==> config.mk <==
export PLATFORM = sky130hd
export DESIGN_NAME = rx_frame_buf
export DESIGN_NICKNAME = d
export VERILOG_FILES = /design/src/rtl/rxb_pkg.sv /design/src/rtl/rxb_sync.sv /design/src/rtl/rxb_frame.sv /design/src/rtl/rxb_hold.sv /design/src/rtl/rx_frame_buf.sv
export SDC_FILE = /design/constraint.sdc
export NUM_CORES = 1
export LEC_CHECK = 0
export ABC_AREA = 1
export BUFFER_PORTS_ARGS = -buffer_cell sky130_fd_sc_hd__buf_2
export CORE_ASPECT_RATIO = 0.6
export CORE_UTILIZATION = 49
export DETAILED_ROUTE_END_ITERATION = 7
export GPL_ROUTABILITY_DRIVEN = 0
export PLACE_DENSITY_LB_ADDON = 0.12
export SLEW_MARGIN = 20
export SYNTH_ARGS = -nofsm -noshare
export SYNTH_HDL_FRONTEND = slang
export SYNTH_SLANG_ARGS = --single-unit
export TNS_END_PERCENT = 5
==> constraint.sdc <==
create_clock -name clk_i -period 1.6 [get_ports clk_i]
set_input_delay 0 -clock clk_i [delete_from_list [all_inputs] [get_ports clk_i]]
set_output_delay 0 -clock clk_i [all_outputs]
set_load 0.02 [all_outputs]
==> src/rtl/rxb_pkg.sv <==
package rxb_pkg;
  localparam int DATA_W = 8;

  typedef enum logic [2:0] {
    ST_IDLE,
    ST_START,
    ST_DATA,
    ST_PAR,
    ST_STOP1,
    ST_STOP2
  } rx_state_e;

  typedef struct packed {
    logic [DATA_W-1:0] data;
    logic              perr;
    logic              ferr;
  } rx_char_t;
endpackage

==> src/rtl/rxb_sync.sv <==
module rxb_sync #(
  parameter int STAGES = 2
) (
  input  logic clk_i,
  input  logic rst_ni,
  input  logic d_i,
  output logic q_o
);
  logic [STAGES-1:0] chain_q;

  generate
    for (genvar g = 0; g < STAGES; g++) begin : g_stage
      if (g == 0) begin : g_first
        always_ff @(posedge clk_i or negedge rst_ni) begin
          if (!rst_ni) chain_q[0] <= 1'b1;
          else         chain_q[0] <= d_i;
        end
      end else begin : g_next
        always_ff @(posedge clk_i or negedge rst_ni) begin
          if (!rst_ni) chain_q[g] <= 1'b1;
          else         chain_q[g] <= chain_q[g-1];
        end
      end
    end
  endgenerate

  assign q_o = chain_q[STAGES-1];
endmodule

==> src/rtl/rxb_frame.sv <==
module rxb_frame
  import rxb_pkg::*;
#(
  parameter int OSR = 16
) (
  input  logic     clk_i,
  input  logic     rst_ni,
  input  logic     tick_i,
  input  logic     rxd_i,
  input  logic     len8_i,
  input  logic     par_en_i,
  input  logic     par_odd_i,
  input  logic     stop2_i,
  output logic     done_o,
  output rx_char_t char_o
);
  localparam int CW   = $clog2(OSR);
  localparam int BW   = $clog2(DATA_W);
  localparam logic [CW-1:0] MID  = CW'(OSR / 2);
  localparam logic [CW-1:0] LAST = CW'(OSR - 1);

  rx_state_e         state_q;
  logic [CW-1:0]     cnt_q;
  logic [BW-1:0]     bit_q;
  logic [DATA_W-1:0] sh_q;
  logic              par_q;
  logic              stop_low_q;
  logic              line_hi_q;
  logic              done_q;
  logic [BW-1:0]     last_bit;
  logic [DATA_W-1:0] data_w;
  logic              at_mid, at_end;

  assign last_bit = len8_i ? BW'(DATA_W - 1) : BW'(DATA_W - 2);
  assign at_mid   = tick_i && (cnt_q == MID);
  assign at_end   = tick_i && (cnt_q == LAST);

  always_ff @(posedge clk_i or negedge rst_ni) begin
    if (!rst_ni) begin
      state_q    <= ST_IDLE;
      cnt_q      <= '0;
      bit_q      <= '0;
      sh_q       <= '0;
      par_q      <= 1'b0;
      stop_low_q <= 1'b0;
      line_hi_q  <= 1'b0;
      done_q     <= 1'b0;
    end else begin
      done_q <= 1'b0;
      if (tick_i) begin
        if (state_q == ST_IDLE) cnt_q <= '0;
        else                    cnt_q <= (cnt_q == LAST) ? '0 : cnt_q + 1'b1;
      end
      unique case (state_q)
        ST_IDLE: begin
          if (tick_i) begin
            if (rxd_i) begin
              line_hi_q <= 1'b1;
            end else if (line_hi_q) begin
              // falling edge seen: count from here
              line_hi_q <= 1'b0;
              state_q   <= ST_START;
            end
          end
        end
        ST_START: begin
          if (at_mid && rxd_i) state_q <= ST_IDLE;  // glitch
          else if (at_end) begin
            state_q <= ST_DATA;
            bit_q   <= '0;
          end
        end
        ST_DATA: begin
          if (at_mid) sh_q <= {rxd_i, sh_q[DATA_W-1:1]};
          if (at_end) begin
            if (bit_q == last_bit) state_q <= par_en_i ? ST_PAR : ST_STOP1;
            else                   bit_q   <= bit_q + 1'b1;
          end
        end
        ST_PAR: begin
          if (at_mid) par_q <= rxd_i;
          if (at_end) state_q <= ST_STOP1;
        end
        ST_STOP1: begin
          if (at_mid) begin
            done_q     <= 1'b1;
            stop_low_q <= ~rxd_i;
            if (!stop2_i) state_q <= ST_IDLE;
          end else if (at_end) begin
            state_q <= ST_STOP2;
          end
        end
        ST_STOP2: begin
          if (at_mid) state_q <= ST_IDLE;  // second stop not checked
        end
        default: state_q <= ST_IDLE;
      endcase
    end
  end

  // 7-bit frames land in the upper bits of the shifter
  assign data_w      = len8_i ? sh_q : {1'b0, sh_q[DATA_W-1:1]};
  assign char_o.data = data_w;
  assign char_o.perr = par_en_i && ((^data_w) ^ par_q ^ par_odd_i);
  assign char_o.ferr = stop_low_q;
  assign done_o      = done_q;

  AST_DONE_PULSE: assert property (@(posedge clk_i) disable iff (!rst_ni)
    done_o |=> !done_o);
  AST_GLITCH_IDLE: assert property (@(posedge clk_i) disable iff (!rst_ni)
    (state_q == ST_START && at_mid && rxd_i) |=> (state_q == ST_IDLE) && !done_o);
endmodule

==> src/rtl/rxb_hold.sv <==
module rxb_hold
  import rxb_pkg::*;
(
  input  logic              clk_i,
  input  logic              rst_ni,
  input  logic              done_i,
  input  rx_char_t          char_i,
  input  logic              len8_i,
  input  logic              rd_i,
  input  logic              clr_i,
  output logic [DATA_W-1:0] data_o,
  output logic              full_o,
  output logic              ovr_o,
  output logic              perr_o,
  output logic              ferr_o,
  output logic              irq_o
);
  logic load;

  assign load = done_i && (!full_o || rd_i);

  always_ff @(posedge clk_i or negedge rst_ni) begin
    if (!rst_ni) begin
      data_o <= '0;
      full_o <= 1'b0;
      ovr_o  <= 1'b0;
      perr_o <= 1'b0;
      ferr_o <= 1'b0;
      irq_o  <= 1'b0;
    end else begin
      irq_o <= load;
      if (load) begin
        data_o <= char_i.data;
        full_o <= 1'b1;
      end else if (rd_i) begin
        full_o <= 1'b0;
      end
      // set wins over clear
      ovr_o  <= (ovr_o  && !clr_i) || (done_i && full_o && !rd_i);
      perr_o <= (perr_o && !clr_i) || (done_i && char_i.perr);
      ferr_o <= (ferr_o && !clr_i) || (done_i && char_i.ferr);
    end
  end

  AST_IRQ_FULL: assert property (@(posedge clk_i) disable iff (!rst_ni)
    irq_o |-> full_o);
  AST_READ_CLEARS: assert property (@(posedge clk_i) disable iff (!rst_ni)
    (rd_i && !done_i) |=> !full_o);
  AST_OVR_KEEPS: assert property (@(posedge clk_i) disable iff (!rst_ni)
    (done_i && full_o && !rd_i) |=> ovr_o && full_o && !irq_o && $stable(data_o));
  AST_TOP_ZERO: assert property (@(posedge clk_i) disable iff (!rst_ni)
    (done_i && !len8_i && (!full_o || rd_i)) |=> !data_o[DATA_W-1]);
  AST_PERR_STICKY: assert property (@(posedge clk_i) disable iff (!rst_ni)
    (perr_o && !clr_i) |=> perr_o);
  AST_FERR_STICKY: assert property (@(posedge clk_i) disable iff (!rst_ni)
    (ferr_o && !clr_i) |=> ferr_o);
  AST_OVR_STICKY: assert property (@(posedge clk_i) disable iff (!rst_ni)
    (ovr_o && !clr_i) |=> ovr_o);
endmodule

==> src/rtl/rx_frame_buf.sv <==
module rx_frame_buf
  import rxb_pkg::*;
#(
  parameter int OSR         = 16,
  parameter int SYNC_STAGES = 2
) (
  input  logic       clk_i,
  input  logic       rst_ni,
  input  logic       tick16_i,
  input  logic       rxd_i,
  input  logic       cfg_len8_i,
  input  logic       cfg_par_en_i,
  input  logic       cfg_par_odd_i,
  input  logic       cfg_stop2_i,
  input  logic       rd_i,
  input  logic       err_clr_i,
  output logic [7:0] data_o,
  output logic       full_o,
  output logic       ovr_o,
  output logic       perr_o,
  output logic       ferr_o,
  output logic       irq_o
);
  logic     rxd_s;
  logic     done;
  rx_char_t chr;

  rxb_sync #(.STAGES(SYNC_STAGES)) u_sync (
    .clk_i (clk_i),
    .rst_ni(rst_ni),
    .d_i   (rxd_i),
    .q_o   (rxd_s)
  );

  rxb_frame #(.OSR(OSR)) u_frame (
    .clk_i    (clk_i),
    .rst_ni   (rst_ni),
    .tick_i   (tick16_i),
    .rxd_i    (rxd_s),
    .len8_i   (cfg_len8_i),
    .par_en_i (cfg_par_en_i),
    .par_odd_i(cfg_par_odd_i),
    .stop2_i  (cfg_stop2_i),
    .done_o   (done),
    .char_o   (chr)
  );

  rxb_hold u_hold (
    .clk_i (clk_i),
    .rst_ni(rst_ni),
    .done_i(done),
    .char_i(chr),
    .len8_i(cfg_len8_i),
    .rd_i  (rd_i),
    .clr_i (err_clr_i),
    .data_o(data_o),
    .full_o(full_o),
    .ovr_o (ovr_o),
    .perr_o(perr_o),
    .ferr_o(ferr_o),
    .irq_o (irq_o)
  );
endmodule

==> results.cfg <==
[critical_path]
r2r_cells = 9
end_kind = flop
r2r-start = u_frame.cnt_q[1]$_DFFE_PN0P_
worstPathArrival_ns = 1.69
rrSetupSlack_ns = 0.09
r2r_end = u_frame.state_q[1]$_DFFE_PN0P_
crit_path_start = u_frame.cnt_q[1]$_DFFE_PN0P_
start_kind = flop
critPathSlowestCell = dfrtp_1
path_cells = inv_1 > ha_4 > nand4_4 > nand2_2 > o21ai_1 > nor3_4 > nand2_2 > nand2_1 > nand2_1
critPathMaxStageDelay_ns = 0.39
crit_type = reg -> reg
cp_data_required_time_ns = 1.79
critPathMaxFanout = 7
crit_path_end = u_frame.state_q[1]$_DFFE_PN0P_

[power_and_ir_drop]
switchingPower_uw = 928
clkPwrFrac_pct = 25.4
fin_total_pwr_mw = 2.63
switching_share_pct = 35.3
power.density_mw_per_mm2 = 1140
ir_worst_vdd_mv = 0.546
pwr-share-seq_pct = 43.8
pwr-share-comb_pct = 30.8
internal-power_mw = 1.70
leakage_nw = 1.17

[synthesis]
synth_area_per_cell_sq_um = 8.04
synthTopCellsByArea = dfrtp_1, nand2_1, inv_1
synth_cell_types = 34
netlist_area_sq_mm = 0.00197
ys_ff_latch = 37
synth_warnings = 0
yosys.area.top_type = dfrtp_1
synth_edf_count = 0
synth_cells = 245
yosysSeqAreaShare_pct = 47.1
synth.top_cell.area_share_pct = 44.5
synth_nets = 258
async_reset_ff_share_pct = 100
ys.flop_type = dfrtp_1

[sta]
layout_setup_ws_ns = 0.0949
finalHoldWorstSlack_ns = 0.0696
rsz0062_at_grt = yes
fin_skew_ns = 0.00772
tightest_slew_ns = 0.453
finalHoldViolCount = 0
fmax_ghz = 0.664
setup_viol = 0
finalCritPeriodShare_pct = 94.1
finalCriticalPeriod_ns = 1.51
slew_violations = 0
maxSlewHeadroom_pct = 69.8

[finish]
diodes = 0
syn_to_final_growth_pct = 17.0
design_area_sq_mm = 0.00230
final_nets = 290
drive_gt1_share_pct = 23.7

[placement]
dp_hpwl_um = 2800
place_area_sq_mm = 0.00213
post-place-ws_ns = 0.00563
port_buffers = 22

[die]
dieWidth_um = 83.8
fp.dieH_um = 51.1
core-area_sq_mm = 0.00376
rows = 17
ios = 23
dieArea_sq_mm = 0.00428
start_util_pct = 52.3

[route]
drt.antenna.violating_nets = 0
dr.pass1.iters = 6
drtIter0Drc = 102
vias_per_cell = 4.79
drt-wirelength-per-cell_um = 12.0
num_vias = 1556
drc = 4
routed_wl_um = 3890

[global_routing]
antenna_found_initial = 0
grt-ovfl-total = 0
grt_max_degree = 38
grt_util_all_layers_pct = 20.6
grt_pass1_wl_um = 6470
grt_pass1_vias = 1379

[clock_network]
cts.sinks = 37
htree_num_levels = 2
cts_buffers = 5
insertion_delay_ns = 0.29
cts_root_buf = clkbuf_8
cts_tree = built
clock_path_buffers = 2
clk_pin_slew_worst_paths_ns = 0.07

[job]
drv_cap = 0

[run_status]
violations = design-rule violations
status = finished with violations

[hold_path]
hold_path_class = in -> reg
hold_start = cfg_par_en_i
cells in the mapped netlist, types with 2 or more instances:
cell	instances
a21oi_1	2
nor3_2	2
inv_1	27
inv_2	5
xor2_1	2
o21ai_0	14
o211ai_1	3
o31ai_1	2
o21ai_2	8
nand2_1	87
xnor2_1	2
nand3_1	15
dfrtp_1	35
nor3_1	4
nor2_1	9
nand2_2	2
dfstp_2	2
buf_4	2
ha_1	3
o21ai_1	5
layer usage:
metal | part of all wire [%] | global-route usage (%) | up-vias
li1 | - | - | 837
met1 | 58 | 31.0 | 686
met2 | 37 | 26.6 | 29
met3 | 4.6 | 5.82 | 4
met4 | 1.1 | 10.3 | 0
met5 | 0 | 0 | -
layout by cell type, fill, tap and decap left out, types with 2 or more instances in the layout:
cell           netlist  routed
nand2_1             87      84
dfrtp_1             35      35
inv_1               27      26
buf_2                0      22
nand3_1             15      15
o21ai_0             14      14
o21ai_2              8       9
nor2_1               9       8
inv_2                5       6
clkbuf_8             0       6
nand2_2              2       5
o21ai_1              5       4
dlygate4sd3_1        0       4
o211ai_1             3       3
nor3_2               2       3
nor3_1               4       3
buf_4                2       3
xnor2_1              2       2
xor2_1               2       2
o31ai_1              2       2
a21oi_1              2       2
ha_1                 3       2
clkbuf_1             1       2
dfstp_2              2       2
flip-flops by register name, indices dropped and copies added, names as in the netlist, 3 cells and up:
| signal | cells |
|---|---|
| u_frame.cnt_q | 4 |
| u_frame.bit_q | 3 |
| u_hold.data_o | 8 |
| u_frame.sh_q | 8 |
| u_frame.state_q | 3 |
metrics by stage:
step	std cells	setup TNS (ns)	util, %
floorplan	245	0	-
global placement	312	0	56.5
detailed placement	312	0	56.5
CTS	324	0	60.0
global route	325	-0.0951	61.2
finish	325	0	61.2
how the worst min path moves through the flow:
stage	endpoint	slack [ns]	cells after the start
after CTS	u_frame.cnt_q[3]$_DFFE_PN0P_	0.04	2
after global routing	u_frame.cnt_q[0]$_DFFE_PN0P_	0.07	2
after floorplan	u_frame.bit_q[0]$_DFFE_PN0P_	-0.30	0
after detailed placement	u_frame.state_q[2]$_DFFE_PN0P_	0.07	2
after global placement	u_frame.state_q[1]$_DFFE_PN0P_	0.08	2
final	u_hold.perr_o$_DFF_PN0_	0.07	5
timing repair:
action | 4_1_cts | 5_1_grt
buffers inserted | 0 | 1
resized for setup | 0 | 10
hold buffers | 4 | 0
setup endpoints to repair | 0 | 13
hold endpoints to repair | 38 | 0
worst max-delay path, delay by kind of cell (launching register included):
| kind | cells | cell delay [ns] |
|---|---|---|
| AO/OA/AOI/OAI | 1 | 0.09 |
| adder cells (fa/ha/maj) | 1 | 0.14 |
| buffers and inverters | 1 | 0.11 |
| flip-flops | 1 | 0.39 |
| AND/OR/NAND/NOR | 6 | 0.66 |
final cells by class:
cell class / count / area, sq um
fillers: 336 / 1460
well taps: 47 / 58.8
clock buffers: 8 / 90.1
multi-input cells: 169 / 905
repair buffers: 30 / 193
inverters: 34 / 129
flip-flops and latches: 37 / 928
power groups by stage:
stage / Sequential, mW / Combinational [mW] / Clock, mW
2_1_floorplan: 1.15 / 0.543 / 0
3_3_place_gp: 1.16 / 0.724 / 0
3_5_place_dp: 1.16 / 0.732 / 0
4_1_cts: 1.14 / 0.742 / 0.689
5_1_grt: 1.17 / 0.929 / 0.734
6_report: 1.15 / 0.810 / 0.667
logic make-up (layout without fill, tap and decap cells):
| kind of cell | count (synthesis) | after routing | share of synthesized area [%] |
|---|---|---|---|
| flops | 37 | 37 | 47.1 |
| compound gates | 36 | 36 | 11.6 |
| buf+inv | 39 | 72 | 8.83 |
| xor+xnor | 4 | 4 | 1.78 |
| simple gates | 126 | 126 | 28.8 |
| fa+ha+maj | 3 | 3 | 1.91 |
Power figures use the tool's default switching activity.
